[config.mk]
export PLATFORM = sky130hd
export DESIGN_NAME = gpio_bank
export DESIGN_NICKNAME = d
export VERILOG_FILES = /design/src/rtl/gpio_bank_pkg.sv /design/src/rtl/gpio_sync.sv /design/src/rtl/gpio_port.sv /design/src/rtl/gpio_bank.sv
export SDC_FILE = /design/constraint.sdc
export NUM_CORES = 1
export LEC_CHECK = 0
export BUFFER_PORTS_ARGS = -buffer_cell sky130_fd_sc_hd__buf_2
export CORE_ASPECT_RATIO = 1.25
export CORE_MARGIN = 2
export CORE_UTILIZATION = 35
export CTS_BUF_LIST = sky130_fd_sc_hd__clkbuf_8
export CTS_CLUSTER_SIZE = 28
export DETAILED_ROUTE_END_ITERATION = 8
export HOLD_SLACK_MARGIN = 0.08
export PLACE_DENSITY = 0.65
export REMOVE_ABC_BUFFERS = 1
export SLEW_MARGIN = 30
export SYNTH_ARGS = -nofsm -noshare
export SYNTH_HDL_FRONTEND = slang
export SYNTH_SLANG_ARGS = --single-unit
export TNS_END_PERCENT = 20
[constraint.sdc]
create_clock -name clk -period 1.7 [get_ports clk]
set_input_delay 0.34 -clock clk [delete_from_list [all_inputs] [get_ports clk]]
set_output_delay 0.34 -clock clk [all_outputs]
set_load 0.05 [all_outputs]
[src/rtl/gpio_bank_pkg.sv]
package gpio_bank_pkg;

  typedef enum logic [1:0] {
    REG_DATA  = 2'd0,
    REG_DIR   = 2'd1,
    REG_STYLE = 2'd2,
    REG_PULL  = 2'd3
  } reg_sel_e;

  // output enable: only outputs drive; open-drain drives only a zero
  function automatic logic pin_oe(logic dir, logic push_pull, logic latch);
    return dir & (push_pull | ~latch);
  endfunction

  // output level: open-drain always presents a low when enabled
  function automatic logic pin_level(logic push_pull, logic latch);
    return push_pull & latch;
  endfunction

  // read steering per bit
  function automatic logic read_bit(logic dir, logic latch, logic pin);
    return dir ? latch : pin;
  endfunction

endpackage

[src/rtl/gpio_sync.sv]
module gpio_sync #(
  parameter int W = 16
) (
  input  logic         clk,
  input  logic         rst_n,
  input  logic [W-1:0] async_in,
  output logic [W-1:0] sync_out
);

  logic [W-1:0] stage1_q;
  logic [W-1:0] stage2_q;

  always_ff @(posedge clk or negedge rst_n) begin
    if (!rst_n) begin
      stage1_q <= '0;
      stage2_q <= '0;
    end else begin
      stage1_q <= async_in;
      stage2_q <= stage1_q;
    end
  end

  assign sync_out = stage2_q;

endmodule

[src/rtl/gpio_port.sv]
module gpio_port
  import gpio_bank_pkg::*;
#(
  parameter int W = 8
) (
  input  logic         clk,
  input  logic         rst_n,
  input  logic         wr_en,
  input  reg_sel_e     sel,
  input  logic [W-1:0] wdata,
  input  logic [W-1:0] pin_sync,
  output logic [W-1:0] rd_val,
  output logic [W-1:0] pad_out,
  output logic [W-1:0] pad_oe,
  output logic [W-1:0] pad_pu,
  output logic [W-1:0] latch_o,
  output logic [W-1:0] dir_o,
  output logic [W-1:0] style_o,
  output logic [W-1:0] pull_o
);

  logic [W-1:0] latch_q;
  logic [W-1:0] dir_q;
  logic [W-1:0] style_q;
  logic [W-1:0] pull_q;
  logic [W-1:0] data_view;

  always_ff @(posedge clk or negedge rst_n) begin
    if (!rst_n) begin
      latch_q <= '1;
      dir_q   <= '0;
      style_q <= '0;
      pull_q  <= '1;
    end else if (wr_en) begin
      case (sel)
        REG_DATA:  latch_q <= wdata;
        REG_DIR:   dir_q   <= wdata;
        REG_STYLE: style_q <= wdata;
        default:   pull_q  <= wdata;
      endcase
    end
  end

  for (genvar i = 0; i < W; i++) begin : g_pin
    assign data_view[i] = read_bit(dir_q[i], latch_q[i], pin_sync[i]);
    assign pad_oe[i]    = pin_oe(dir_q[i], style_q[i], latch_q[i]);
    assign pad_out[i]   = pin_level(style_q[i], latch_q[i]);
  end

  assign pad_pu = pull_q;

  always_comb begin
    case (sel)
      REG_DATA:  rd_val = data_view;
      REG_DIR:   rd_val = dir_q;
      REG_STYLE: rd_val = style_q;
      default:   rd_val = pull_q;
    endcase
  end

  assign latch_o = latch_q;
  assign dir_o   = dir_q;
  assign style_o = style_q;
  assign pull_o  = pull_q;

endmodule

[src/rtl/gpio_bank.sv]
module gpio_bank
  import gpio_bank_pkg::*;
#(
  parameter int DATA_W   = 8,
  parameter int N_PORTS  = 2,
  parameter int ADDR_W   = 4,
  parameter int DUAL_PIN = 0
) (
  input  logic                        clk,
  input  logic                        rst_n,
  input  logic [ADDR_W-1:0]           addr,
  input  logic                        wr,
  input  logic                        rd,
  input  logic [DATA_W-1:0]           wdata,
  output logic [DATA_W-1:0]           rdata,
  input  logic [DATA_W*N_PORTS-1:0]   pad_in,
  output logic [DATA_W*N_PORTS-1:0]   pad_out,
  output logic [DATA_W*N_PORTS-1:0]   pad_oe,
  output logic [DATA_W*N_PORTS-1:0]   pad_pu,
  output logic                        alt_out,
  output logic                        alt_oe,
  output logic                        alt_pu
);

  localparam int PIN_N      = DATA_W * N_PORTS;
  localparam int PORT_SEL_W = $clog2(N_PORTS);
  localparam int BASE_W     = 2 + PORT_SEL_W;

  logic                  in_range;
  logic                  wr_hit;
  logic                  rd_hit;
  logic [PORT_SEL_W-1:0] port_idx;
  reg_sel_e              reg_sel;
  logic [PIN_N-1:0]      pin_sync;
  logic [PIN_N-1:0]      latch_all;
  logic [PIN_N-1:0]      dir_all;
  logic [PIN_N-1:0]      style_all;
  logic [PIN_N-1:0]      pull_all;
  logic [DATA_W-1:0]     port_rd [N_PORTS];
  logic [DATA_W-1:0]     rdata_q;

  assign in_range = (addr[ADDR_W-1:BASE_W] == '0);
  assign wr_hit   = wr & in_range;
  assign rd_hit   = rd & in_range;
  assign port_idx = addr[BASE_W-1:2];
  assign reg_sel  = reg_sel_e'(addr[1:0]);

  gpio_sync #(.W(PIN_N)) u_sync (
    .clk      (clk),
    .rst_n    (rst_n),
    .async_in (pad_in),
    .sync_out (pin_sync)
  );

  for (genvar p = 0; p < N_PORTS; p++) begin : g_port
    logic port_wr;
    assign port_wr = wr_hit && (port_idx == PORT_SEL_W'(p));

    gpio_port #(.W(DATA_W)) u_port (
      .clk      (clk),
      .rst_n    (rst_n),
      .wr_en    (port_wr),
      .sel      (reg_sel),
      .wdata    (wdata),
      .pin_sync (pin_sync[p*DATA_W +: DATA_W]),
      .rd_val   (port_rd[p]),
      .pad_out  (pad_out[p*DATA_W +: DATA_W]),
      .pad_oe   (pad_oe[p*DATA_W +: DATA_W]),
      .pad_pu   (pad_pu[p*DATA_W +: DATA_W]),
      .latch_o  (latch_all[p*DATA_W +: DATA_W]),
      .dir_o    (dir_all[p*DATA_W +: DATA_W]),
      .style_o  (style_all[p*DATA_W +: DATA_W]),
      .pull_o   (pull_all[p*DATA_W +: DATA_W])
    );
  end

  // registered read port; sampled before any same-cycle write lands
  always_ff @(posedge clk or negedge rst_n) begin
    if (!rst_n) begin
      rdata_q <= '0;
    end else if (rd) begin
      rdata_q <= rd_hit ? port_rd[port_idx] : '0;
    end
  end

  assign rdata = rdata_q;

  // second pad for the shared pin mirrors its output controls
  assign alt_out = pad_out[DUAL_PIN];
  assign alt_oe  = pad_oe[DUAL_PIN];
  assign alt_pu  = pad_pu[DUAL_PIN];

endmodule

# Word-level counts from Yosys, hierarchy flattened
# Cells that the tools add are included.
# classes
add_sub_neg	0
n_mul	0
div	0
n_lt_le_gt_ge	1
n_eq_ne	2
shifts	0
mux	22
bitwise	70
reduce_logical	12
# op_table
operator	count
$pmux 8 s3	2
$and 1x1->1	34
$mux 8	4
$not 1->1	19
$mux 1	16
$or 1x1->1	16
$reduce_and 2->1	8
$reduce_or 3->1	1
$eq 2x1->1 const B	1
$eq 2x2->1 const B	1
$ge 2x2->1 const B	1
$logic_and 1x1->1	2
$logic_not 2->1	1
$not 1->2	1
# totals
register_bits	104
latchBits	0
mem_bits_rw	0
rom_bits	0
inputBits	32
out_inout_bits	59
elab_cells	118
memories	0

# Logic depth before layout (Yosys ltp)
# logic_depth
ltp_word	6
ltp_mapped	6
depth_no_buf	4

# Hierarchy
# From an unflattened synthesis, not the netlist that was laid out.
# unflattened
hier_cells	379
hier_area_um2	4775.8
# modules_own_cells
module	n_inst	cells_each	area_each_um2
gpio_port	2	153	1764.2
gpio_sync	1	32	800.8
gpio_bank	1	41	446.7

# Worst setup path after synthesis
# OpenSTA, ideal clock, no wires.
# synth_path
kind	register to output
startpoint	register g_port[0].u_port.style_q[0]
endpoint	output pad_oe[0]
arrival_ps	1942
slack_ps	-582
stages_incl_launch_ff	4
n_path_buf	1
cell_sequence	dfrtp_1 inv_1 a21boi_0 buf_4
# synth_via
elab_chain_cells	2
# synth_lines
element	line_no	rtl
start, declared	gpio_port.sv:24	logic [W-1:0] style_q;
start signal, assigned	gpio_port.sv:38	REG_STYLE: style_q <= wdata;
$or 1x1->1	gpio_bank_pkg.sv:12	return dir & (push_pull | ~latch);
$and 1x1->1	gpio_bank_pkg.sv:12	
end, declared	gpio_bank.sv:18	output logic [DATA_W*N_PORTS-1:0] pad_oe,
# Every way passes these cells.

# Worst setup path after layout
# layout_path
startpoint	register g_port[0].u_port.latch_q[2]
endpoint	output pad_out[2]
# layout_via
elab_chain_cells	1
# layout_lines
element	line_no	rtl
start, declared	gpio_port.sv:22	logic [W-1:0] latch_q;
start signal, assigned	gpio_port.sv:36	REG_DATA: latch_q <= wdata;
$and 1x1->1	gpio_bank_pkg.sv:17	return push_pull & latch;
end, declared	gpio_bank.sv:17	output logic [DATA_W*N_PORTS-1:0] pad_out,
# Every way passes these cells.

==> key figures <==
GRT
  • Largest net degree at the start of global routing: 32
  • First-pass GRT wire length: approximately 18,000 um
  • Initial antenna violation count: 0
  • Overall global routing resource usage: 0.1716
  • Global route overflow: 0
  • Vias in the first global route: ~3,300

Timing
  • Max Slew Vio Count: 0
  • Unrepaired setup endpoints after global routing: true
  • Crit share post-route: 0.9771
  • Fin crit period: 1.661 ns
  • WHS: between 0.2 and 0.3 ns
  • Worst Tran Pin Value: just under 0.5 ns
  • Final setup fails: 0
  • Max Clock Freq: roughly 600 MHz
  • Worst setup margin: a little under 0.04 ns
  • Normalized max-slew margin: 0.6792
  • Clock Skews: ~0.012 ns
  • Hold Fails Final Rpt: 0

Layout
  • Ant. Diodes: 0
  • Syn-to-layout area delta: 26.99%
  • Fill count: 1,194
  • NumNets Final: 510
  • Share of cells above drive strength 1: 0.4679
  • Finished Cell Area: between 0.005 and 0.006 sq mm
  • Final Core Density: 0.4547

Clocking
  • Clock latency on the worst-skew pair: approximately 0.37 ns
  • H-Tree Depth: 3
  • Number of buffers created by CTS: 9
  • Post-CTS setup buffer count: 0
  • Longest Clk Path Bufs: 2
  • CTS root buf: clkbuf_8
  • CTS tree: yes
  • Clk sinks: 104
  • Register clock-pin slew on the reported worst setup and hold paths: around 0.10 ns

Setup path
  • Required time worst endpoint: 1.36 ns
  • Worst R2R End: rdata[6]
  • Crit end category: output pin
  • CP max FO: 4
  • Worst reg-to-reg setup slack: between 0.4 and 0.5 ns
  • RR Startpoint: g_port[1].u_port.latch_o[6]
  • Crit start category: register
  • Crit path from: g_port[0].u_port.latch_o[2]
  • Worst r2r path cells: 4
  • Crit path to: pad_out[2]
  • Worst Path Class, Setup: register to output pin
  • Crit path DAT: 1.32 ns

Power and ir drop
  • VDD IR max: 0.6900 mV
  • Power Dens Cells: approximately 1300 mW/mm^2
  • P_leak: around 0.0026 uW

Logic synthesis
  • FF+latch count, synth: approximately 100
  • Leading cell type by number of instances after synthesis: dfrtp_1
  • Post-synthesis cell area: approximately 0.0045 sq mm
  • Top FF cell, synth: dfrtp_1
  • Number of synthesized flops with an enable pin: 0
  • Synth Warn #: 0
  • Yosys cell types: 40
  • Seq/Total Area, Yosys: 0.5828
  • Mapped Cells: roughly 350
  • Main area contributors after synthesis: dfrtp_1 40%, dfstp_2 19%, mux2_2 12%
  • Async SR Flop Fraction: 1.000
  • Post-synth top cells: 72 x dfrtp_1, 48 x mux2_2, 32 x dfstp_2
  • Avg Inst Size Synth: 12.81 sq um
  • Top-area cell type share of the netlist area: 0.3974
  • Leading area contributor after synthesis: dfrtp_1

Route
  • Post-route ant nets: 0
  • DRT Wirelength: about 12,000 um
  • Drt pass-1 iters: 4
  • Vias per inst: 5.045
  • DRT iter0 DRCs: approximately 170
  • Drt drc: 0
  • Routed WL per cell: around 18 um
  • Vias post-DR: ~3,300

Floorplanning
  • Initial cell density of the core: 0.3581
  • Row cnt: 46
  • I/O pin count: between 90 and 100
  • Chip height: 131.3 um
  • Core area: approximately 0.013 sq mm
  • Total die area: 0.01389 sq mm
  • DIE WIDTH: ~110 um

Placement
  • Port bufs: 90
  • Post-placement cell area: 0.005318 sq mm
  • Gpl congestion: 0.8109
  • Place WS: -0.04544 ns
  • DPL Wire Length: 8324 um

Flow run
  • Maximum capacitance violations: 0

Worst hold path
  • Hold Path Class: input port to register
  • WHS Path Cells: 3

Status
  • Outcome: completed
[worst max-delay path, cell delays in order, from the launching register on]
cell	delay, ns
dfstp_2	0.56
and2_1	0.15
clkbuf_4	0.23
[how the worst min path moves through the flow]
stage,from,end,slack (ns)
floorplan,rst_n,g_port[0].u_port.dir_o[0],0.04
global placement,rst_n,g_port[1].u_port.style_o[3],0.32
detailed placement,rst_n,g_port[1].u_port.style_o[3],0.33
CTS,wdata[1],g_port[1].u_port.style_o[1],0.25
global route,wdata[5],g_port[1].u_port.style_o[5],0.27
finish,wdata[1],g_port[1].u_port.style_o[1],0.27
[final cells by class]
type | count | area (sq um) | area share
tap | 168 | 210.2 | 0.03651
multi-input combinational | 216 | 1732 | 0.3007
sequential | 104 | 2643 | 0.4589
inverter | 18 | 67.56 | 0.01173
timing repair buffer | 129 | 915.9 | 0.1591
clock buffer | 9 | 123.9 | 0.02151
clock inverter | 7 | 66.31 | 0.01152
[power breakdown]
part,leakage (uW),internal (uW),switching (uW)
clock network,0.0000978,671,851
registers,0.00120,3030,358
logic,0.00132,879,1660
total,0.00262,4580,2870
[flip-flops by register name, indices dropped and copies added (netlist names)]
signal	cells
rdata	8
u_sync.sync_out	16
u_sync.stage1_q	16
g_port.u_port.latch_o	16
g_port.u_port.dir_o	16
g_port.u_port.pad_pu	16
g_port.u_port.style_o	16
[logic make-up (layout without fill, tap and decap cells)]
group / after synthesis / count (layout) / share of synthesized area
flops: 104 / 104 / 0.5828
buf+inv: 34 / 163 / 0.03587
simple gates: 67 / 67 / 0.09244
mux: 62 / 62 / 0.1589
compound gates: 87 / 87 / 0.1300
[placed cells by master, fill, tap and decap left out, types with 2 or more instances in the layout]
cell	synthesis	routed
clkbuf_4	0	11
a21oi_1	14	14
o21ai_0	17	17
nand3_2	2	2
o21bai_1	8	8
buf_4	5	34
a21boi_1	0	8
and2_1	16	15
dfrtp_1	72	72
mux2_4	8	8
dfstp_2	32	32
a211oi_1	2	2
mux2i_1	6	6
nand3b_1	2	2
mux2_2	48	48
nor2_1	10	10
a21boi_0	16	8
a211o_1	3	3
o211ai_1	3	3
nor3b_1	10	10
clkinvlp_4	0	2
inv_1	17	19
a32o_1	4	4
dlygate4sd3_1	0	17
clkbuf_8	0	9
a31oi_1	8	8
nand2b_1	5	5
o221ai_1	6	6
nor3b_2	2	2
buf_12	0	4
buf_6	1	2
a22oi_1	4	4
buf_2	7	61
nand2_1	13	13
[stage by stage]
step / power [uW] / TNS, ns / cells
detailed placement: 5842 / -0.2303 / 618
CTS: 7428 / -0.01738 / 651
global route: 7794 / -0.002478 / 651
floorplan: 5107 / -4.518 / 338
global placement: 5796 / -0.001657 / 618
finish: 7445 / 0 / 651
[layer usage]
layer	global-route usage	wire length, um	up-vias
met3	0.03423	563	19
met2	0.2878	5875	99
li1	-	-	1510
met1	0.2172	4939	1656
met5	0	0	-
met4	0.06652	216	0
[timing repair]
item	4_1_cts	5_1_grt
cloned	0	0
hold buffers	17	0
setup endpoints to repair	12	23
pin swaps	0	0
hold endpoints to repair	34	0
resized for setup	11	35
Power figures use the tool's default switching activity.
